File: src/rtl/ldsw_pkg.sv
package ldsw_pkg;

  typedef enum logic [2:0] {
    MD_SLEEP  = 3'd0,
    MD_INIT   = 3'd1,
    MD_CONFIG = 3'd2,
    MD_ACTIVE = 3'd3,
    MD_LPM    = 3'd4,
    MD_LIMP   = 3'd5
  } mode_e;

  localparam logic [1:0] CMD_RUN   = 2'b00;
  localparam logic [1:0] CMD_LPM   = 2'b01;
  localparam logic [1:0] CMD_SLEEP = 2'b10;

endpackage

File: src/rtl/ldsw_wake_det.sv
module ldsw_wake_det (
  input  logic clk,
  input  logic rst_n,
  input  logic cs_n,
  output logic wake
);

  logic sync_q1;
  logic sync_q2;
  logic prev_q;

  always_ff @(posedge clk or negedge rst_n) begin
    if (!rst_n) begin
      sync_q1 <= 1'b1;
      sync_q2 <= 1'b1;
      prev_q  <= 1'b1;
    end else begin
      sync_q1 <= cs_n;
      sync_q2 <= sync_q1;
      prev_q  <= sync_q2;
    end
  end

  assign wake = prev_q & ~sync_q2;

endmodule

File: src/rtl/ldsw_regs.sv
module ldsw_regs #(
  parameter int NCH      = 2,
  parameter int ADDR_W   = 4,
  parameter int DATA_W   = 8,
  parameter int ADR_DEV  = 0,
  parameter int ADR_CH0  = 1,
  parameter int ADR_CTRL = 3,
  parameter int ADR_MODE = 4
) (
  input  logic                 clk,
  input  logic                 rst_n,
  input  logic                 clr,
  input  logic                 wr_en,
  input  logic [ADDR_W-1:0]    wr_addr,
  input  logic [DATA_W-1:0]    wr_data,
  input  logic                 wr_ok,
  input  logic                 par_lock,
  output logic                 par_mode,
  output logic [NCH-1:0]       out_req,
  output logic [NCH-1:0][1:0]  pd_fld,
  output logic                 cmd_run,
  output logic                 cmd_lpm,
  output logic                 cmd_sleep
);
  import ldsw_pkg::*;

  logic cfg_valid;
  logic dev_we;
  logic ctrl_we;
  logic mode_hit;
  logic unused_data;

  assign unused_data = ^wr_data;

  assign dev_we   = wr_en && wr_ok && (wr_addr == ADDR_W'(ADR_DEV));
  assign ctrl_we  = wr_en && wr_ok && cfg_valid && (wr_addr == ADDR_W'(ADR_CTRL));
  assign mode_hit = wr_en && (wr_addr == ADDR_W'(ADR_MODE));

  assign cmd_run   = mode_hit && (wr_data[1:0] == CMD_RUN);
  assign cmd_lpm   = mode_hit && (wr_data[1:0] == CMD_LPM);
  assign cmd_sleep = mode_hit && (wr_data[1:0] == CMD_SLEEP);

  // device register: parallel bit and configuration-written flag
  always_ff @(posedge clk or negedge rst_n) begin
    if (!rst_n) begin
      cfg_valid <= 1'b0;
      par_mode  <= 1'b0;
    end else if (clr) begin
      cfg_valid <= 1'b0;
      par_mode  <= 1'b0;
    end else if (dev_we) begin
      cfg_valid <= 1'b1;
      if (!par_lock) begin
        par_mode <= wr_data[0];
      end
    end
  end

  // channel request register
  always_ff @(posedge clk or negedge rst_n) begin
    if (!rst_n) begin
      out_req <= '0;
    end else if (clr) begin
      out_req <= '0;
    end else if (ctrl_we) begin
      out_req <= wr_data[NCH-1:0];
    end
  end

  // per-channel pulldown fields
  for (genvar gi = 0; gi < NCH; gi++) begin : g_ch
    logic ch_we;
    assign ch_we = wr_en && wr_ok && (wr_addr == ADDR_W'(ADR_CH0 + gi));

    always_ff @(posedge clk or negedge rst_n) begin
      if (!rst_n) begin
        pd_fld[gi] <= 2'b00;
      end else if (clr) begin
        pd_fld[gi] <= 2'b00;
      end else if (ch_we) begin
        pd_fld[gi] <= wr_data[1:0];
      end
    end
  end

endmodule

File: src/rtl/ldsw_fsm.sv
module ldsw_fsm (
  input  logic              clk,
  input  logic              rst_n,
  input  logic              wake,
  input  logic              init_done,
  input  logic              wdog_expired,
  input  logic              limp_pin,
  input  logic              cmd_run,
  input  logic              cmd_lpm,
  input  logic              cmd_sleep,
  input  logic              req_any,
  output ldsw_pkg::mode_e   state,
  output logic              regs_clr
);
  import ldsw_pkg::*;

  mode_e state_nxt;
  logic  clr_nxt;
  logic  limp_go;
  logic  limp_done;

  assign limp_go   = wdog_expired && limp_pin;
  assign limp_done = !wdog_expired && !limp_pin;

  always_comb begin
    state_nxt = state;
    unique case (state)
      MD_SLEEP: begin
        if (wake) state_nxt = MD_INIT;
      end
      MD_INIT: begin
        if (init_done) state_nxt = MD_CONFIG;
      end
      MD_CONFIG, MD_ACTIVE: begin
        if (limp_go)                            state_nxt = MD_LIMP;
        else if (cmd_sleep)                     state_nxt = MD_SLEEP;
        else if (cmd_lpm)                       state_nxt = MD_LPM;
        else if (state == MD_CONFIG && req_any) state_nxt = MD_ACTIVE;
        else if (state == MD_ACTIVE && !req_any) state_nxt = MD_CONFIG;
      end
      MD_LPM: begin
        if (limp_go)        state_nxt = MD_LIMP;
        else if (cmd_sleep) state_nxt = MD_SLEEP;
        else if (cmd_run)   state_nxt = req_any ? MD_ACTIVE : MD_CONFIG;
      end
      MD_LIMP: begin
        if (limp_done) state_nxt = MD_CONFIG;
      end
      default: state_nxt = MD_SLEEP;
    endcase
  end

  assign clr_nxt = (state_nxt == MD_SLEEP) && (state != MD_SLEEP);

  always_ff @(posedge clk or negedge rst_n) begin
    if (!rst_n) begin
      state    <= MD_SLEEP;
      regs_clr <= 1'b1;
    end else begin
      state    <= state_nxt;
      regs_clr <= clr_nxt;
    end
  end

endmodule

File: src/rtl/ldsw_mode_ctrl.sv
module ldsw_mode_ctrl #(
  parameter int NCH      = 2,
  parameter int ADDR_W   = 4,
  parameter int DATA_W   = 8,
  parameter int ADR_DEV  = 0,
  parameter int ADR_CH0  = 1,
  parameter int ADR_CTRL = 3,
  parameter int ADR_MODE = 4
) (
  input  logic              clk,
  input  logic              rst_n,
  input  logic              cs_n,
  input  logic              wr_en,
  input  logic [ADDR_W-1:0] wr_addr,
  input  logic [DATA_W-1:0] wr_data,
  input  logic              wdog_expired,
  input  logic              limp_pin,
  input  logic              init_done,
  output logic              regs_clr,
  output logic              par_lock,
  output logic              gate_pd_gnd,
  output logic [NCH-1:0]    ol_pd_en,
  output logic [NCH-1:0]    ch_on,
  output logic              par_mode,
  output logic [2:0]        mode
);
  import ldsw_pkg::*;

  mode_e                state;
  logic                 wake;
  logic                 wr_ok;
  logic                 cmd_run;
  logic                 cmd_lpm;
  logic                 cmd_sleep;
  logic [NCH-1:0]       out_req;
  logic [NCH-1:0][1:0]  pd_fld;
  logic                 normal_md;

  ldsw_wake_det i_wake (
    .clk   (clk),
    .rst_n (rst_n),
    .cs_n  (cs_n),
    .wake  (wake)
  );

  ldsw_regs #(
    .NCH(NCH), .ADDR_W(ADDR_W), .DATA_W(DATA_W),
    .ADR_DEV(ADR_DEV), .ADR_CH0(ADR_CH0), .ADR_CTRL(ADR_CTRL), .ADR_MODE(ADR_MODE)
  ) i_regs (
    .clk       (clk),
    .rst_n     (rst_n),
    .clr       (regs_clr),
    .wr_en     (wr_en),
    .wr_addr   (wr_addr),
    .wr_data   (wr_data),
    .wr_ok     (wr_ok),
    .par_lock  (par_lock),
    .par_mode  (par_mode),
    .out_req   (out_req),
    .pd_fld    (pd_fld),
    .cmd_run   (cmd_run),
    .cmd_lpm   (cmd_lpm),
    .cmd_sleep (cmd_sleep)
  );

  ldsw_fsm i_fsm (
    .clk          (clk),
    .rst_n        (rst_n),
    .wake         (wake),
    .init_done    (init_done),
    .wdog_expired (wdog_expired),
    .limp_pin     (limp_pin),
    .cmd_run      (cmd_run),
    .cmd_lpm      (cmd_lpm),
    .cmd_sleep    (cmd_sleep),
    .req_any      (|out_req),
    .state        (state),
    .regs_clr     (regs_clr)
  );

  assign normal_md   = (state == MD_CONFIG) || (state == MD_ACTIVE);
  assign wr_ok       = normal_md;
  assign par_lock    = (state == MD_ACTIVE);
  assign gate_pd_gnd = (state == MD_SLEEP) || (state == MD_INIT) || (state == MD_LPM);
  assign ch_on       = (state == MD_ACTIVE) ? out_req : '0;
  assign mode        = state;

  for (genvar gi = 0; gi < NCH; gi++) begin : g_pd
    assign ol_pd_en[gi] = normal_md && (pd_fld[gi] != 2'b00) && !ch_on[gi];
  end

endmodule

File: config.mk
export PLATFORM = sky130hd
export DESIGN_NAME = ldsw_mode_ctrl
export DESIGN_NICKNAME = d
export VERILOG_FILES = /design/src/rtl/ldsw_pkg.sv /design/src/rtl/ldsw_wake_det.sv /design/src/rtl/ldsw_regs.sv /design/src/rtl/ldsw_fsm.sv /design/src/rtl/ldsw_mode_ctrl.sv
export SDC_FILE = /design/constraint.sdc
export NUM_CORES = 1
export LEC_CHECK = 0
export BUFFER_PORTS_ARGS = -buffer_cell sky130_fd_sc_hd__buf_2
export CORE_MARGIN = 5
export CORE_UTILIZATION = 49
export DETAILED_ROUTE_END_ITERATION = 12
export MAX_ROUTING_LAYER = met4
export PLACE_DENSITY = 0.77
export SYNTH_ARGS = -nofsm -noshare
export SYNTH_HDL_FRONTEND = slang
export SYNTH_SLANG_ARGS = --single-unit
File: constraint.sdc
create_clock -name clk -period 1.85 [get_ports clk]
set_clock_uncertainty 0.05 [all_clocks]
set_input_delay 0.37 -clock clk [delete_from_list [all_inputs] [get_ports clk]]
set_output_delay 0.37 -clock clk [all_outputs]
set_load 0.05 [all_outputs]
# --- After elaboration in Yosys (flattened, before gate mapping) ---
# Cells that the tools add are included.
totals:
  ramBits: 0
  romBits: 0
  word_cells: 90
  out_inout_bits: 11
  regBits: 15
  latch_bits: 0
  in_bits: 19
  memories: 0
classes:
  div: 0
  eq_ne: 12
  n_reduce_logical: 41
  mux: 25
  magnitude_cmp: 0
  n_shift: 0
  multipliers: 0
  addsub: 0
  bitwise_logic: 2
ops:
  columns: ["operator", "n"]
  rows:
  - ["$mux W3", 11]
  - ["$logic_and A1 B1 Y1", 19]
  - ["$pmux W3 S5", 1]
  - ["$mux W2", 7]
  - ["$reduce_bool A2 Y1", 6]
  - ["$eq A4 B2 Y1 const B", 2]
  - ["$eq A3 B2 Y1 const B", 2]
  - ["$eq A3 B3 Y1 const B", 2]
  - ["$logic_not A3 Y1", 2]
  - ["$mux W1", 6]
  - ["$logic_not A1 Y1", 5]
  - ["$eq A4 B1 Y1 const B", 1]
  - ["$eq A4 B3 Y1 const B", 1]
  - ["$logic_not A4 Y1", 1]
  - ["$reduce_or A2 Y1", 2]
  - ["$eq A3 B1 Y1 const B", 1]
  - ["$logic_or A1 B1 Y1", 3]
  - ["$reduce_bool A3 Y1", 1]
  - ["$eq A2 B1 Y1 const B", 1]
  - ["$eq A2 B2 Y1 const B", 1]
  - ["$logic_not A2 Y1", 1]
  - ["$ne A2 B1 Y1 const B", 1]
  - ["$reduce_and A2 Y1", 1]
  - ["$and A1 B1 Y1", 1]
  - ["$not A1 Y1", 1]

# --- Depth between registers and ports, before layout ---
logic_depth:
  word_depth: 11
  ltp_mapped: 6
  depth_no_buf: 4

# --- Modules after synthesis ---
# From an unflattened synthesis, not the netlist that was laid out.
unflattened:
  hier_cells: 87
  area_unflattened_um2: 910.9
by_module_without_submodules:
  columns: ["module", "seq_area_each_um2", "cells_each", "area_per_inst_um2", "instances"]
  rows:
  - ["ldsw_regs", 200.2, 37, 419.2, 1]
  - ["ldsw_fsm", 101.3, 35, 329.1, 1]
  - ["ldsw_wake_det", 78.8, 4, 92.6, 1]
  - ["ldsw_mode_ctrl", 0.0, 11, 70.1, 1]

# --- Worst setup path after synthesis ---
# No wires, ideal clock.
synth_timing:
  kind: "flip-flop to output port"
  from: "register i_fsm.state[1]"
  to: "output port ol_pd_en[0]"
  n_path_buf: 1
  stages_incl_launch_ff: 5
  required_time_ps: 1430
  slack_ps: -692
  t_arrival_ps: 2122
  path_cell_list: "dfrtp_1 buf_2 nor2b_1 o21ai_0 a21oi_1"
synth_via:
  elab_chain_len: 4
  elab_cells_between_ends: 7
  cone_classes: "2 x eq/ne; 1 x mux; 4 x reduce/logical"
synth_lines:
  columns: ["element", "line_no", "source"]
  rows:
  - ["start, declared", "ldsw_fsm.sv:12", "output ldsw_pkg::mode_e state,"]
  - ["start signal, assigned", "ldsw_fsm.sv:60", "state <= state_nxt;"]
  - ["$eq A3 B2 Y1 (on tied branches)", "ldsw_mode_ctrl.sv:81, ldsw_mode_ctrl.sv:85", null]
  - ["$mux W2 / $logic_or A1 B1 Y1 (equally long branches)", "ldsw_mode_ctrl.sv:85, ldsw_mode_ctrl.sv:81", null]
  - ["$logic_not A1 Y1 / $logic_and A1 B1 Y1 (equally long branches)", "ldsw_mode_ctrl.sv:89", "assign ol_pd_en[gi] = normal_md && (pd_fld[gi] != 2'b00) && !ch_on[gi];"]
  - ["$logic_and A1 B1 Y1 *", "ldsw_mode_ctrl.sv:89", null]
  - ["end, declared", "ldsw_mode_ctrl.sv:22", "output logic [NCH-1:0] ol_pd_en,"]
# Mark *: on every way between the ends. The rest lies on a longest branch, timed or not.

# --- Worst setup path in the final report ---
layout_timing:
  from: "register i_fsm.state[2]"
  to: "output port ol_pd_en[1]"
# The elaborated chain is that of the path after synthesis.

==> reports/qor.yml <==
layout:
  antenna_cells: 0
  finalNetCount: 152
  final_util_pct: 69.40
  drive_above_1_share_pct: 43.18
  area_delta_synth_final_pct: 31.87
  final_cell_area_um2: 1237
global_route:
  grt_pass1_vias: 866
  antenna_found_initial: 0
  grt_pass1_wl_um: 3732
  grt_usage_pct: 18.53
  grt_overflow: 0
  grt_max_degree: 20
floorplan:
  dieArea_um2: 2890
  initial_core_util_pct: 52.63
  io_pins: 30
  coreArea_um2: 1783
  fp.dieW_um: 53.76
  placementRows: 15
  die-height_um: 53.76
power_and_ir_drop:
  power_frac_clock_pct: 12.8
  combPwrFrac_pct: 52.8
  p_sw_share_pct: 47.61
  p_per_area_nw_per_um2: 1202
  p_seq_share_pct: 34.4
  power.internal_w: 0.0007790
  p_sw_w: 0.0007080
  p_leak_nw: 0.5321
  ir_drop_mv: 0.7428
  p_total_w: 0.001487
synthesis:
  yosysSeqAreaShare_pct: 40.53
  synth_cells: 100
  synth_largest_area_cell: "dfrtp_1"
  avgSynthCellArea_um2: 9.384
  synth_area_leaders: "dfrtp_1 (29%), dfstp_2 (11%), mux2i_1 (7.5%)"
  synth_area_um2: 938.4
  async_flop_share_pct: 100.0
  yosys.cell_count.top_type: "nor2_1"
  yosys.area.top_type_share_pct: 29.33
  synthTopCellsByCount: "nor2_1 (12), dfrtp_1 (11), mux2i_1 (7), a21oi_1 (6), o21ai_0 (6)"
  ys_types: 38
  yosys_warnings: 0
  synthFlopType: "dfrtp_1"
  synth_seq_cells: 15
  syn_nets: 119
  synth_edf_count: 0
sta:
  relSlewSlack_pct: 67.28
  final.min_clock_period_ps: 1769
  fmax_mhz: 565.4
  rsz0062_at_grt: "true"
  tightestPinTransition_ps: 478.4
  setup_viol: 0
  min_period_over_period_pct: 95.60
  whs_ps: 125.1
  drv_slew: 0
  hold_violations: 0
  tns_ps: 0
setup_path:
  r2r-start: "i_fsm.state[2]"
  worstSetupStartpoint: "i_fsm.state[2]"
  startpoint_type: "flip-flop"
  crit_type: "reg2out"
  cp.arrival_ps: 1350
  r2r-end: "i_regs.par_mode"
  worstPathRequired_ps: 1430
  reg2reg_slack_ps: 130
  worstPathMaxFanout: 7
  end_kind: "primary output"
  r2r_cells: 4
  cp-endpoint: "ol_pd_en[1]"
placed_design:
  port_buffers: 23
  dp_hpwl_um: 1663
  gp_congestion: 0.8758
  place_area_um2: 1165
detailed_routing:
  postRouteAntennaNets: 0
  drc: 0
  routed_wl_um: 2204
  drtIter0Drc: 14
  vias: 869
  wl_per_cell_um: 14.04
  vias_per_cell: 5.535
  first_pass_iters: 4
clocking:
  numCtsBuffers: 3
  clock_sinks: 15
  cts_root_buffer: "clkbuf_4"
  cts.reportedPaths.clkPinSlew_ps: 90
  ctsHtreeMaxLevel: 1
  clock_latency_ps: 290
  tritoncts: "yes"
  cts_buffer_depth: 2
job:
  maxCapViolCount: 0
hold_path:
  hold_class: "in2reg"
outcome:
  status: "complete, no violations"
-- flip-flops by register name, indices dropped and copies added (netlist names) --
| register | cells |
|---|---|
| i_fsm.state | 3 |
| i_fsm.regs_clr | 1 |
| i_regs.par_mode | 1 |
| i_regs.cfg_valid | 1 |
| i_wake.sync_q1 | 1 |
| i_regs.out_req | 2 |
| i_wake.prev_q | 1 |
| i_regs.pd_fld | 4 |
| i_wake.sync_q2 | 1 |
-- per-layer routing --
metal | up-vias | wire length [µm] | GRT usage [%]
met5 | - | 0 | -
met3 | 4 | 78 | 2.493
met1 | 409 | 1021 | 23.06
li1 | 439 | - | -
met2 | 17 | 1069 | 29.44
met4 | 0 | 34 | 8.936
-- timing repair --
| item | 4_1_cts | 5_1_grt |
|---|---|---|
| resized for setup | 4 | 5 |
| endpoints found under the setup margin | 2 | 8 |
| setup buffers | 1 | 1 |
| endpoints found under the hold margin | 11 | 0 |
| hold buffers | 1 | 0 |
-- through the flow --
stage          setup slack (ps)  cells
5_1_grt                  -13.29    157
3_5_place_dp             -35.73    150
2_1_floorplan             3.399    100
3_3_place_gp             -14.96    150
6_report                  81.47    157
4_1_cts                   20.05    156
-- placed cells by master (no fill, tap or decap), types with 3 or more instances in the layout --
| cell | n |
|---|---|
| nand2b_1 | 3 |
| nor2b_1 | 3 |
| buf_4 | 11 |
| a31oi_1 | 3 |
| nand2_1 | 3 |
| o21ai_0 | 4 |
| dfstp_2 | 4 |
| dfrtp_1 | 8 |
| mux2i_1 | 7 |
| nor2_1 | 12 |
| buf_2 | 19 |
| a21oi_1 | 3 |
| nor4b_1 | 3 |
| clkbuf_4 | 5 |
-- worst max-delay path, cell delays in order, from the launching register on --
cell	delay, ps
dfrtp_2	440
nor2b_4	180
o21ai_1	130
a21oi_4	130
buf_6	170
-- worst min path at each step --
stage,from,endpoint,slack (ps),cells after the start
2_1_floorplan,rst_n,i_fsm.state[0],20,0
3_3_place_gp,rst_n,i_regs.cfg_valid,230,1
3_5_place_dp,rst_n,i_regs.pd_fld[1],240,1
4_1_cts,cs_n,i_wake.sync_q1,120,1
5_1_grt,cs_n,i_wake.sync_q1,110,1
6_report,cs_n,i_wake.sync_q1,130,1
-- power groups by stage --
stage / registers [W] / clock network (W) / logic (W)
final: 0.000512 / 0.000190 / 0.000785
after global placement: 0.000509 / 0 / 0.000741
after floorplan: 0.000569 / 0 / 0.000513
after CTS: 0.000506 / 0.000201 / 0.000775
after global routing: 0.000526 / 0.000217 / 0.000845
after detailed placement: 0.000512 / 0 / 0.000753
-- layout make-up --
class,count,area [µm²]
flip-flops and latches,15,386.6
fillers,142,545.5
inverters,1,3.754
well taps,25,31.28
clock inverters,1,5.005
clock buffers,3,22.52
multi-input cells,77,563.0
repair buffers,35,225.2
-- kinds of logic (layout without fill, tap and decap cells) --
family	after synthesis	after routing	synth area share (%)
AO/OA/AOI/OAI	26	26	18.27
XOR/XNOR	1	1	0.9335
adder cells (fa/ha/maj)	1	1	1.067
buffers and inverters	8	40	3.465
flip-flops	15	15	40.53
multiplexers	7	7	7.467
AND/OR/NAND/NOR	42	42	28.27
(Power assumes the default switching activity.)
